[src/rtl/smbus_pkg.sv]
package smbus_pkg;

  localparam int BYTE_W = 8;
  localparam logic [4:0] ADDR_PREFIX = 5'b01101;

  typedef enum logic [2:0] {
    ST_IDLE,
    ST_ADDR,
    ST_CMD,
    ST_WDAT,
    ST_RDAT,
    ST_IGN
  } phase_e;

  function automatic logic [BYTE_W-1:0] id_value(input logic [BYTE_W-1:0] a);
    case (a)
      8'hF4:   return 8'h41;
      8'hF5:   return 8'h02;
      default: return 8'h00;
    endcase
  endfunction

endpackage

[src/rtl/smbus_glitch_filter.sv]
module smbus_glitch_filter #(
  parameter int FILT_LEN = 3
) (
  input  logic clk,
  input  logic rst_n,
  input  logic din,
  output logic dout
);
  localparam int CW = (FILT_LEN > 1) ? $clog2(FILT_LEN + 1) : 1;

  logic           s1, s2;
  logic [CW-1:0]  cnt;

  always_ff @(posedge clk or negedge rst_n) begin
    if (!rst_n) begin
      s1   <= 1'b1;
      s2   <= 1'b1;
      cnt  <= '0;
      dout <= 1'b1;
    end else begin
      s1 <= din;
      s2 <= s1;
      if (s2 != dout) begin
        if (int'(cnt) >= FILT_LEN - 1) begin
          dout <= s2;
          cnt  <= '0;
        end else begin
          cnt <= cnt + 1'b1;
        end
      end else begin
        cnt <= '0;
      end
    end
  end
endmodule

[src/rtl/smbus_cond_det.sv]
module smbus_cond_det (
  input  logic clk,
  input  logic rst_n,
  input  logic scl,
  input  logic sda,
  output logic scl_rise,
  output logic scl_fall,
  output logic start_ev,
  output logic stop_ev
);
  logic scl_q, sda_q;

  always_ff @(posedge clk or negedge rst_n) begin
    if (!rst_n) begin
      scl_q <= 1'b1;
      sda_q <= 1'b1;
    end else begin
      scl_q <= scl;
      sda_q <= sda;
    end
  end

  assign scl_rise = scl & ~scl_q;
  assign scl_fall = ~scl & scl_q;
  assign start_ev = scl & scl_q & sda_q & ~sda;
  assign stop_ev  = scl & scl_q & ~sda_q & sda;
endmodule

[src/rtl/smbus_regfile.sv]
module smbus_regfile
  import smbus_pkg::*;
#(
  parameter int NREG = 8
) (
  input  logic              clk,
  input  logic              rst_n,
  input  logic              wr_en,
  input  logic [BYTE_W-1:0] wr_addr,
  input  logic [BYTE_W-1:0] wr_data,
  input  logic [BYTE_W-1:0] rd_addr,
  output logic [BYTE_W-1:0] rd_data
);
  localparam int AW = (NREG > 1) ? $clog2(NREG) : 1;

  logic [BYTE_W-1:0] regs [NREG];
  logic              wr_in_range, rd_in_range;

  assign wr_in_range = ({24'd0, wr_addr} < NREG);
  assign rd_in_range = ({24'd0, rd_addr} < NREG);

  always_ff @(posedge clk or negedge rst_n) begin
    if (!rst_n) begin
      for (int i = 0; i < NREG; i++) regs[i] <= '0;
    end else if (wr_en && wr_in_range) begin
      regs[wr_addr[AW-1:0]] <= wr_data;
    end
  end

  assign rd_data = rd_in_range ? regs[rd_addr[AW-1:0]] : id_value(rd_addr);
endmodule

[src/rtl/smbus_reg_slave.sv]
module smbus_reg_slave
  import smbus_pkg::*;
#(
  parameter int FILT_LEN = 3,
  parameter int NREG     = 8
) (
  input  logic       clk,
  input  logic       rst_n,
  input  logic       scl_in,
  input  logic       sda_in,
  input  logic [1:0] addr_strap,
  output logic       sda_drive_low
);
  localparam int NLINE = 2;

  logic [NLINE-1:0] raw_lines, filt_lines;
  logic scl_f, sda_f;
  logic scl_rise, scl_fall, start_ev, stop_ev;

  assign raw_lines = {scl_in, sda_in};

  generate
    for (genvar i = 0; i < NLINE; i++) begin : g_line
      smbus_glitch_filter #(.FILT_LEN(FILT_LEN)) u_filt (
        .clk  (clk),
        .rst_n(rst_n),
        .din  (raw_lines[i]),
        .dout (filt_lines[i])
      );
    end
  endgenerate

  assign scl_f = filt_lines[1];
  assign sda_f = filt_lines[0];

  smbus_cond_det u_cond (
    .clk     (clk),
    .rst_n   (rst_n),
    .scl     (scl_f),
    .sda     (sda_f),
    .scl_rise(scl_rise),
    .scl_fall(scl_fall),
    .start_ev(start_ev),
    .stop_ev (stop_ev)
  );

  phase_e            st;
  logic [3:0]        bitcnt;
  logic [6:0]        shreg;
  logic [6:0]        txreg;
  logic [BYTE_W-1:0] ptr;
  logic              ack_pend;
  logic              drv;
  logic [BYTE_W-1:0] rx_byte;
  logic [BYTE_W-1:0] rd_data;
  logic              addr_hit;
  logic              wr_en;

  assign rx_byte  = {shreg, sda_f};
  assign addr_hit = (rx_byte[7:1] == {ADDR_PREFIX, addr_strap});
  assign wr_en    = scl_rise && (st == ST_WDAT) && (bitcnt == 4'd7)
                    && !start_ev && !stop_ev;

  smbus_regfile #(.NREG(NREG)) u_rf (
    .clk    (clk),
    .rst_n  (rst_n),
    .wr_en  (wr_en),
    .wr_addr(ptr),
    .wr_data(rx_byte),
    .rd_addr(ptr),
    .rd_data(rd_data)
  );

  always_ff @(posedge clk or negedge rst_n) begin
    if (!rst_n) begin
      st       <= ST_IDLE;
      bitcnt   <= '0;
      shreg    <= '0;
      txreg    <= '0;
      ptr      <= '0;
      ack_pend <= 1'b0;
      drv      <= 1'b0;
    end else if (start_ev) begin
      st       <= ST_ADDR;
      bitcnt   <= '0;
      ack_pend <= 1'b0;
      drv      <= 1'b0;
    end else if (stop_ev) begin
      st       <= ST_IDLE;
      bitcnt   <= '0;
      ack_pend <= 1'b0;
      drv      <= 1'b0;
    end else if (st == ST_IDLE || st == ST_IGN) begin
      drv <= 1'b0;
    end else if (scl_rise) begin
      if (bitcnt < 4'd8) begin
        shreg  <= rx_byte[6:0];
        bitcnt <= bitcnt + 4'd1;
        if (bitcnt == 4'd7) begin
          case (st)
            ST_ADDR: begin
              if (addr_hit) begin
                st       <= rx_byte[0] ? ST_RDAT : ST_CMD;
                ack_pend <= 1'b1;
              end else begin
                st       <= ST_IGN;
                ack_pend <= 1'b0;
              end
            end
            ST_CMD: begin
              ptr      <= rx_byte;
              st       <= ST_WDAT;
              ack_pend <= 1'b1;
            end
            ST_WDAT: begin
              ptr      <= ptr + 1'b1;
              ack_pend <= 1'b1;
            end
            ST_RDAT: begin
              ptr      <= ptr + 1'b1;
              ack_pend <= 1'b0;
            end
            default: ack_pend <= 1'b0;
          endcase
        end
      end else if (bitcnt == 4'd9 && st == ST_RDAT && sda_f) begin
        st <= ST_IGN;
      end
    end else if (scl_fall) begin
      if (bitcnt == 4'd8) begin
        drv    <= ack_pend;
        bitcnt <= 4'd9;
      end else if (bitcnt == 4'd9) begin
        bitcnt   <= '0;
        ack_pend <= 1'b0;
        if (st == ST_RDAT) begin
          txreg <= rd_data[6:0];
          drv   <= ~rd_data[7];
        end else begin
          drv <= 1'b0;
        end
      end else if (st == ST_RDAT && bitcnt != 4'd0) begin
        drv   <= ~txreg[6];
        txreg <= {txreg[5:0], 1'b0};
      end
    end
  end

  assign sda_drive_low = drv;
endmodule

[config.mk]
export PLATFORM = sky130hd
export DESIGN_NAME = smbus_reg_slave
export DESIGN_NICKNAME = d
export VERILOG_FILES = /design/src/rtl/smbus_pkg.sv /design/src/rtl/smbus_glitch_filter.sv /design/src/rtl/smbus_cond_det.sv /design/src/rtl/smbus_regfile.sv /design/src/rtl/smbus_reg_slave.sv
export SDC_FILE = /design/constraint.sdc
export NUM_CORES = 1
export LEC_CHECK = 0
export BUFFER_PORTS_ARGS = -buffer_cell sky130_fd_sc_hd__buf_4
export CAP_MARGIN = 25
export CORE_ASPECT_RATIO = 0.75
export CORE_UTILIZATION = 25
export DETAILED_ROUTE_END_ITERATION = 7
export PLACE_DENSITY = 0.43
export SLEW_MARGIN = 20
export SYNTH_ARGS = -nofsm -noshare
export SYNTH_HDL_FRONTEND = slang
export SYNTH_SLANG_ARGS = --single-unit
export TNS_END_PERCENT = 30
[constraint.sdc]
create_clock -name clk -period 4.2 [get_ports clk]
set_input_delay 0.21 -clock clk [delete_from_list [all_inputs] [get_ports clk]]
set_output_delay 0.21 -clock clk [all_outputs]
set_load 0.1 [all_outputs]
### Yosys cells after proc, flatten, opt, wreduce, memory -nomap -nowiden

Index checks and enable logic that the tools add are counted.
W data, S select, Z words.

* logic and storage cells: 163
* input bits: 6
* flip-flop bits (word level): 107

* eq/ne operators: 21
* add/sub/neg operators: 4
* mux-type cells: 54
* bitwise logic cells: 19
* $lt $le $gt $ge: 6
* reduce and logical (&&, ||, !) cells: 34

Operators with widths (count)
* $bwmux W64: 1
* $mux W4: 8
* $mux W8: 4
* $mux W3: 9
* $bmux W8 S3: 1
* $demux W8 S3: 1
* $mux W7: 3
* $reduce_bool A4 Y1: 5
* $mux W1: 19
* $eq A8 B8 Y1 const B: 2
* $pmux W8 S2: 1
* $pmux W7 S2: 1
* $ne A4 B1 Y1 const B: 3
* $not A1 Y1: 11
* $reduce_and A5 Y1: 2
* $logic_and A1 B1 Y1: 9
* $add A8 B1 Y8 const B: 1
* $eq A4 B4 Y1 const B: 2
* $lt A8 B4 Y1 const B: 1
* $mux W2: 4
* $reduce_and A8 Y1: 1
* $and A1 B1 Y1: 7
* $eq A7 B6 Y1: 1
* $reduce_and A7 Y1: 1
* 31 further kinds: 40

### Logic depth before layout (Yosys ltp)

* depth in word-level cells: 14
* depth in mapped cells: 10
* mapped depth without buffers: 7

### Cells and area by module

Synthesis repeated with hierarchy kept, for this count alone.

* cells, all modules: 418
* area total of the unflattened synthesis: 5625.4 sq um

By module, submodules not included
* smbus_regfile: cells each 204, sequential area each 1601.5 sq um, instances 1, area each 3260.6 sq um
* smbus_reg_slave: cells each 190, sequential area each 775.7 sq um, instances 1, area each 1946.9 sq um
* smbus_glitch_filter: cells each 9, sequential area each 128.9 sq um, instances 2, area each 166.4 sq um
* smbus_cond_det: cells each 6, sequential area each 52.6 sq um, instances 1, area each 85.1 sq um

### Least setup slack after synthesis

OpenSTA, ideal clock, no wires.

* path kind: register to register
* start point: reg g_line[0].u_filt.dout
* end point: reg u_rf.regs[10] (netlist bit)
* stages on the path, launching flop included: 8
* buffers on the path: 2
* path slack: 2.085 ns
* data required time: 4.075 ns
* data arrival time: 1.990 ns
* cells stage by stage: dfstp_2 > clkbuf_1 > xor2_1 > and2_1 > nor4b_4 > buf_6 > nand4_4 > mux2_2

* cells in the longest elaborated chain, start to end: 6
* elaborated cells between the ends (all ways): 8
* classes of those cells: 3 x bitwise; 5 x reduce/logical

RTL lines
* from (decl): RTL line smbus_glitch_filter.sv:7 `output logic dout`
* from (signal assigned): RTL line smbus_glitch_filter.sv:19 `dout <= 1'b1;`
* from (signal assigned): RTL line smbus_glitch_filter.sv:25 `dout <= s2;`
* $not A1 Y1: RTL line smbus_cond_det.sv:25 `assign start_ev = scl & scl_q & sda_q & ~sda;`
* $and A1 B1 Y1: RTL line smbus_cond_det.sv:25
* $logic_not A1 Y1: RTL line smbus_reg_slave.sv:62 `&& !start_ev && !stop_ev;`
* $logic_and A1 B1 Y1: RTL line smbus_reg_slave.sv:62
* $logic_and A1 B1 Y1 *: RTL line smbus_reg_slave.sv:62
* $logic_and A1 B1 Y1 *: RTL line smbus_regfile.sv:25 `end else if (wr_en && wr_in_range) begin`
* to (signal, indexed assignment): RTL line smbus_regfile.sv:26 `regs[wr_addr[AW-1:0]] <= wr_data;`
* to (decl): RTL line smbus_regfile.sv:16 `logic [BYTE_W-1:0] regs [NREG];`

Every way passes the cells marked *; elsewhere a longest branch is shown, timed or not.
A chain may end at the register's enable or synchronous reset.

### Worst setup path in the final report

* start point: reg g_line[1].u_filt.dout
* end point: reg u_rf.regs[0] (netlist bit)

* cells in the longest elaborated chain, start to end: 7
* elaborated cells between the ends (all ways): 13
* classes of those cells: 6 x bitwise; 7 x reduce/logical

RTL lines (RTL line)
* from (decl): smbus_glitch_filter.sv:7
* from (signal assigned): smbus_glitch_filter.sv:19
* from (signal assigned): smbus_glitch_filter.sv:25
* $and A1 B1 Y1: smbus_cond_det.sv:25, smbus_cond_det.sv:26
* $and A1 B1 Y1 (2 in series): smbus_cond_det.sv:25
* $logic_not A1 Y1: smbus_reg_slave.sv:62
* $logic_and A1 B1 Y1: smbus_reg_slave.sv:62
* $logic_and A1 B1 Y1 *: smbus_reg_slave.sv:62
* $logic_and A1 B1 Y1 *: smbus_regfile.sv:25

Marked as above.

==> impl_metrics.tcl <==
set metrics [dict create \
    drv_cap 0 \
    drtIter0Drc 185 \
    path_buf_inv 0 \
    tritoncts "yes" \
    grt_pass1_vias 3668 \
    synthCells 463 \
    dpl_worst_slack_ns 1.11 \
    synth_common_cells "dfrtp_1, mux2_2, nand2_1" \
    synth_top_family_by_area "multiplexers" \
    drc_errors 0 \
    grt_antenna_before_repair 0 \
    ios 7 \
    synth_simple_gate_area_share_pct 12.6 \
    grt_pass1_wl_um 22500 \
    htreeDepth 3 \
    worstPathRequired_ns 4.44 \
    status "finished clean" \
    grt_max_degree 42 \
    path_cells "ha_1 -> nand4b_1 -> nor4b_4 -> nand2_2 -> mux2_2" \
    fmax_mhz 322 \
    synth_ff_type "dfrtp_1" \
    start_kind "flop" \
    worstSetupPathType "flop to flop" \
    wire_per_inst_um 18.7 \
    synth.cell_area_mm2 0.00544 \
    row_count 46 \
    max_stage_delay_ns 0.92 \
    synth_compound_area_share_pct 11.9 \
    async_flop_share_pct 100 \
    nets 475 \
    synth.top_cells.by_area "dfrtp_1, mux2_2, dfstp_2" \
    rsz0062_at_grt "false" \
    slew_viol_final 0 \
    cp.arrival_ns 3.35 \
    final_cell_count_no_fill 753 \
    yosys.area_share.adder_pct 2.07 \
    ir_drop_v 0.000195 \
    path_clk_slew_ns 0.07 \
    cts_resized 0 \
    synth_area_leader_cell "dfrtp_1" \
    setup_slack_ns 1.10 \
    synth_nets 478 \
    tightest_slew_ns 1.04 \
    cts_max_path_buffers 2 \
    synth_edf_count 0 \
    min_period_ns 3.10 \
    dr.pass1.iters 4 \
    p_leak_nw 2.63 \
    ys_warn_count 0 \
    cts.sinks 107 \
    clk_latency_ns 0.36 \
    ys_ff_latch 107 \
    yosysMostFrequentCell "dfrtp_1" \
    antenna_cells 0 \
    root_buffer "clkbuf_16" \
    routed_wl_um 14100 \
    synth.area.mux_share_pct 19.4 \
    dp_hpwl_um 9570 \
    setup_violations 0 \
    powerDensity_mw_per_mm2 424 \
    dieArea_mm2 0.0224 \
    drive_gt1_share_pct 28.0 \
    placedCellCount 733 \
    area_growth_syn_to_layout_pct 11.7 \
    fp.dieW_um 172 \
    cp_top_family "simple AND/OR/NAND/NOR gates" \
    setup_tns_ns 0 \
    relSlewSlack_pct 30.4 \
    cp_max_fo 12 \
    cts_buffers 9 \
    die_h_um 130 \
    grt_overflow 0 \
    skew_ns 0.00855 \
    ys_types 65 \
    synth_top_area_share_pct 45.5 \
    vias_per_cell 4.76 \
    place_congestion 0.778 \
    ys_seq_area_share_pct 49.4 \
    fin_crit_sh_pct 73.9 \
    finalHoldViolations 0 \
    synth_xor_area_share_pct 1.13 \
    start_util_pct 25.6 \
    critPathSlowestCell "nor4b_4" \
    core_mm2 0.0212 \
    vias 3582 \
    synth.avg_cell_area_um2 11.7 \
    p_total_mw 2.58 \
    track_usage_pct 13.9 \
    min_path_type "flop to flop" \
    postRouteAntennaNets 0 \
    end_kind "flop" \
    io_buffers 6 \
]
-- cell families (layout without fill, tap and decap cells) --
family | after synthesis | in the layout
buf+inv | 43 | 45
mux | 91 | 91
xor+xnor | 7 | 7
fa+ha+maj | 9 | 9
compound gates | 96 | 96
simple gates | 110 | 110
flops | 107 | 107
-- through the flow --
step	hold slack [ns]	utilization (%)	instance area [µm²]
floorplan	-0.0856	-	5440
global placement	0.267	27.0	5740
detailed placement	0.268	27.0	5740
CTS	0.359	28.5	6060
global route	0.368	28.6	6070
finish	0.357	28.6	6070
-- per-layer routing --
metal,track usage [%],vias to the layer above,share of wire (%)
li1,-,1689,-
met1,21.7,1834,54
met2,18.8,47,41
met3,2.85,12,3.2
met4,4.11,0,1.4
met5,0,-,0
-- state kept, by name (all words and copies together) (netlist names) --
name                flops
g_line.u_filt.s1        2
ack_pend                1
u_rf.regs              64
txreg                   7
u_cond.scl_q            1
ptr                     8
st                      3
shreg                   7
g_line.u_filt.cnt       4
g_line.u_filt.s2        2
u_cond.sda_q            1
bitcnt                  4
sda_drive_low           1
g_line.u_filt.dout      2
-- where the power goes --
part	total, mW	switching (mW)	internal (mW)
Sequential	1.34	0.217	1.13
Clock	0.834	0.417	0.418
Combinational	0.397	0.231	0.166
Total	2.58	0.864	1.71
-- final cells by class --
type | instances | area [µm²]
clock buffers | 10 | 229
clock inverters | 6 | 57.6
fillers | 2182 | 15200
inverters | 14 | 52.6
multi-input cells | 313 | 2560
flip-flops and latches | 107 | 2690
well taps | 288 | 360
repair buffers | 15 | 128
-- cells in the final DEF, fill, tap and decap left out, types with 4 or more instances in the layout --
cell / Yosys / layout
mux2i_1: 12 / 12
nor2_1: 17 / 17
nand2_1: 31 / 31
nand2b_1: 5 / 5
xor2_1: 5 / 5
nand3_1: 8 / 8
ha_1: 9 / 9
mux2_2: 75 / 75
nor2b_1: 9 / 9
dfrtp_1: 99 / 99
buf_4: 0 / 11
nand3_4: 6 / 6
mux4_2: 4 / 4
o21ai_0: 27 / 27
a22oi_1: 7 / 7
nor3_1: 5 / 5
nor3b_1: 6 / 6
clkbuf_16: 0 / 9
inv_1: 14 / 14
o221ai_1: 5 / 5
dfstp_2: 8 / 8
a21oi_1: 18 / 18
o211ai_1: 6 / 6
-- worst reg2reg max path, delay by kind of cell, from the launching register on --
kind | cells | cell delay [ns]
adder cells (fa/ha/maj) | 1 | 0.37
flip-flops | 1 | 0.58
multiplexers | 1 | 0.40
AND/OR/NAND/NOR | 3 | 1.64
-- worst paths after layout --
kind | from | endpoint | slack, ns | cells after the start
max | g_line[1].u_filt.dout | u_rf.regs[0] | 1.10 | 5
min | g_line[0].u_filt.s1 | g_line[0].u_filt.s2 | 0.36 | 0
max reg2reg | g_line[1].u_filt.dout | u_rf.regs[0] | 1.10 | 5
min reg2reg | g_line[0].u_filt.s1 | g_line[0].u_filt.s2 | 0.36 | 0
max in group asynchronous | rst_n | u_rf.regs[15] | 2.85 | 3
min in group asynchronous | rst_n | bitcnt[3] | 0.43 | 2
-- repair_timing --
| item | in CTS | in global routing |
|---|---|---|
| setup buffers | 0 | 0 |
| endpoints found under the hold margin | 37 | 0 |
| hold buffers | 3 | 0 |
| setup endpoints to repair | 0 | 0 |
No activity file was read; power rests on OpenSTA's default activity.
